$ cat config.mk
export PLATFORM = sky130hd
export DESIGN_NAME = serial_status_ack
export DESIGN_NICKNAME = d
export VERILOG_FILES = /design/src/rtl/serial_status_ack.sv
export SDC_FILE = /design/constraint.sdc
export NUM_CORES = 1
export LEC_CHECK = 0
export ABC_CLOCK_PERIOD_IN_PS = 1300
export BUFFER_PORTS_ARGS = -buffer_cell sky130_fd_sc_hd__buf_2
export CAP_MARGIN = 5
export CORE_MARGIN = 10
export CORE_UTILIZATION = 42
export CTS_CLUSTER_SIZE = 28
export DETAILED_ROUTE_END_ITERATION = 8
export GPL_ROUTABILITY_DRIVEN = 0
export HOLD_SLACK_MARGIN = 0.08
export PLACE_DENSITY = 0.76
export SYNTH_ARGS = -nofsm -noshare
export SYNTH_HDL_FRONTEND = slang
export SYNTH_SLANG_ARGS = --single-unit
$ cat constraint.sdc
create_clock -name clk -period 1.3 [get_ports clk]
set_clock_uncertainty 0.05 [all_clocks]
set_input_delay 0.195 -clock clk [delete_from_list [all_inputs] [get_ports clk]]
set_output_delay 0.195 -clock clk [all_outputs]
set_load 0.01 [all_outputs]
$ cat src/rtl/serial_status_ack.sv
module serial_status_ack #(
  parameter int STAT_W = 16
) (
  input  logic              clk,
  input  logic              rst_n,
  input  logic [7:0]        set_flags,
  input  logic              rx_active,
  input  logic              stat_rd_hi,
  input  logic              stat_rd_lo,
  input  logic              long_rd,
  input  logic              data_rd,
  input  logic              data_wr,
  input  logic              en_tx_irq,
  input  logic              en_txdone_irq,
  input  logic              en_rx_irq,
  input  logic              en_idle_irq,
  output logic [STAT_W-1:0] stat_q,
  output logic              irq
);
  localparam logic [7:0] RX_GRP = 8'h3F;
  localparam logic [7:0] TX_GRP = 8'hC0;
  localparam logic [7:0] RST_V  = 8'hC0;
  localparam int         PAD_W  = STAT_W - 9;

  logic [7:0] flg, arm;

  wire       any_stat = stat_rd_hi | stat_rd_lo;
  wire [7:0] rx_src   = long_rd ? flg : arm;
  wire [7:0] clr_rx   = (data_rd | long_rd) ? (rx_src & RX_GRP) : 8'h00;
  wire [7:0] clr_tx   = data_wr ? (arm & TX_GRP) : 8'h00;

  always_ff @(posedge clk) begin
    if (!rst_n) begin
      flg <= RST_V;
      arm <= 8'h00;
    end else begin
      flg <= (flg & ~(clr_rx | clr_tx)) | set_flags;
      if (long_rd)
        arm <= 8'h00;
      else if (any_stat)
        arm <= flg;
      else if (data_rd | data_wr)
        arm <= 8'h00;
    end
  end

  assign stat_q = {{PAD_W{1'b0}}, flg[7:5], rx_active, flg[4:0]};

  assign irq = (flg[7] & en_tx_irq) | (flg[6] & en_txdone_irq) |
               (flg[5] & en_rx_irq) | (flg[4] & en_idle_irq);
endmodule

==> run_results.csv <==
group,metric,value,unit
run_status,status,"finished clean",
worst_setup_path,startpoint_type,"flip-flop",
floorplan,die_area,0.00361,mm²
worst_setup_path,cp_cell_sequence,"a22oi_1 > nand2_1 > buf_2",
placement,dpl_cell_area,777,µm²
routing,wl_per_cell,14.1,µm
yosys,post_synth_and_or_nand_nor_area_fraction,10.4,%
global_route,gr-usage-all-layers,10.3,%
pwr,p_leak,0.425,nW
routing,drt_wl_total,1.66,mm
yosys,synthXorXnorAreaFrac,0,%
yosys,syn_inst,67,
pwr,p_per_area,1100,mW/mm²
worst_setup_path,crit_family,"flip-flops",
routing,route.detailed.drc,0,
cells_and_area,utilization,59.9,%
clocking,h-tree-depth,1,
yosys,seq_area_frac_synth,47.4,%
cells_and_area,layout-drive-gt1-share,38.2,%
floorplan,die_y,60.1,µm
cells_and_area,antennaDiodeCount,0,
timing,hold_violations,0,
worst_setup_path,crit_required,1.05,ns
routing,drtIter0Drc,3,
worst_setup_path,crit_start,"flg[6]",
floorplan,start_util,44.9,%
cells_and_area,syn2layout_area_growth,33.5,%
placement,dp_hpwl,1.27,mm
yosys,syn-cell-area,676,µm²
yosys,synth_top_family_by_area,"compound AO/OA/AOI/OAI gates",
yosys,synth_seq_cells,16,
routing,viasPerCell,4.81,
global_route,grt-ovfl-total,0,
yosys,yosys_warnings,0,
yosys,yosys-top-cells-area,"dfxtp_1, a22o_1, buf_4, a211oi_1, o21a_1",
global_route,grt_pass1_wl,2.90,mm
yosys,synth_top_area_share,47.4,%
floorplan,num_rows,14,
timing,report.final.slew_viol_count,0,
timing,fin_crit,1.24,ns
cells_and_area,stdcell_area,902,µm²
worst_setup_path,crit_arrival,1.00,ns
timing,final.setup.worst_slack,0.0589,ns
worst_setup_path,criticalPathCategory,"flip-flop to primary output",
yosys,avgSynthCellArea,10.1,µm²
clocking,cts-root-buf,"clkbuf_4",
yosys,synth_cell_types,16,
clocking,cts_buffer_depth,2,
routing,vias,568,
clocking,numClockSinks,16,
worst_setup_path,critPathBufInv,1,
timing,setup_viol,0,
floorplan,ios,37,
timing,rsz0062_at_grt,"false",
yosys,synth_area_leader_cell,"dfxtp_1",
timing,fin_crit_sh,95.5,%
clocking,cts_tree,"built",
yosys,synth_compound_area_share,25.9,%
job,cap_viol_max_count,0,
cells_and_area,fin_nets,123,
worst_setup_path,end_kind,"primary output",
global_route,grt_pass1_vias,647,
routing,firstDrtPassIters,2,
pwr,vdd_drop_max,0.605,mV
floorplan,coreArea,0.00151,mm²
placement,place_ws,0.185,ns
clocking,numCtsBuffers,3,
min_path,hold_path.startpoint,"data_wr",
yosys,synth_mux_area_share,0,%
timing,finalSetupTns,0,ns
clocking,clkTransAtPathRegs,0.09,ns
worst_setup_path,r2r-start,"flg[0]",
clocking,clkLatencyLatePin,0.28,ns
clocking,post_cts_buffers,0,
placement,portBuffers,27,
worst_setup_path,cp_max_fo,4,
global_route,grt_max_degree,10,
worst_setup_path,slowest_stage,"dfxtp_1",
routing,ant_nets,0,
min_path,hold_class,"primary input to flip-flop",
yosys,synthAdderAreaFrac,0,%
floorplan,die_w,60.1,µm
global_route,grt_antenna_before_repair,0,
timing,fmax,806,MHz
worst_setup_path,cp_slowest_stage_delay,0.34,ns
cell usage after synthesis:
cell      count
a211oi_1      6
a22o_1        8
a22oi_1       2
and4b_4       1
buf_2         1
buf_4         9
buf_6         1
conb_1        1
dfxtp_1      16
inv_1         6
nand2_1       5
nand3b_1      2
nor2_1        1
nor2_2        1
nor3b_2       1
o21a_1        6
per-layer routing:
metal	share of wire [%]	track usage [%]	vias to the layer above
li1	-	-	289
met2	45	15.1	24
met5	0	0	-
met4	1.8	4.81	0
met1	43	11.9	251
met3	9.8	5.51	4
final timing paths:
kind | slack, ns | cells after the start | to
worst max-delay path | 0.06 | 3 | irq
worst min-delay path | 0.17 | 4 | flg[7]
worst max register to register | 0.46 | 3 | flg[0]
worst min register to register | 0.44 | 1 | arm[6]
timing repair:
item,CTS,global route
resized for setup,0,4
setup endpoints to repair,0,1
hold endpoints to repair,8,0
hold buffers,8,0
metrics by stage:
stage	std cells	hold slack (ns)	total power, W
after floorplan	73	0.251	0.000622
after CTS	118	0.159	0.00101
after global placement	106	0.331	0.000656
after detailed placement	106	0.336	0.000659
final	118	0.175	0.000996
after global routing	118	0.233	0.00105
flip-flops by register name (all words and copies together), names as in the netlist:
signal	cells
flg	8
arm	8
cell usage in the layout, fill, tap and decap left out:
cell and count:
nand2_1 5, a22oi_2 1, inv_1 6, buf_2 27
clkbuf_4 3, nor2_1 1, a211oi_1 6, nor3b_2 1
o21a_1 6, a22oi_1 1, dlygate4sd3_1 8, nand3b_1 2
clkbuf_8 1, conb_1 7, and4b_4 1, dfxtp_1 13
a22o_1 8, buf_4 1, nor2_2 1, dfxtp_2 3
where the power goes:
part | leakage [nW] | total [W] | switching (W) | internal [W]
clock network | 0.0210 | 0.000328 | 0.000157 | 0.000170
logic | 0.272 | 0.000138 | 0.0000642 | 0.0000738
registers | 0.132 | 0.000531 | 0.0000169 | 0.000514
kinds of logic (layout without fill, tap and decap cells):
family,Yosys count,in the layout
AO/OA/AOI/OAI,22,22
buffers and inverters,17,46
flip-flops,16,16
AND/OR/NAND/NOR,11,11
other,1,7
worst reg2reg max path: stages (launching register included):
cell	delay (ns)
dfxtp_1	0.37
inv_1	0.05
a211oi_1	0.18
o21a_1	0.15
cell type report:
cell class                 instances  area (µm²)
tap                               16        20.0
timing repair buffer              36         223
fill                             142         604
inverter                           6        22.5
multi-input combinational         40         277
sequential                        16         324
clock buffer                       4        36.3
(Power assumes the default switching activity.)
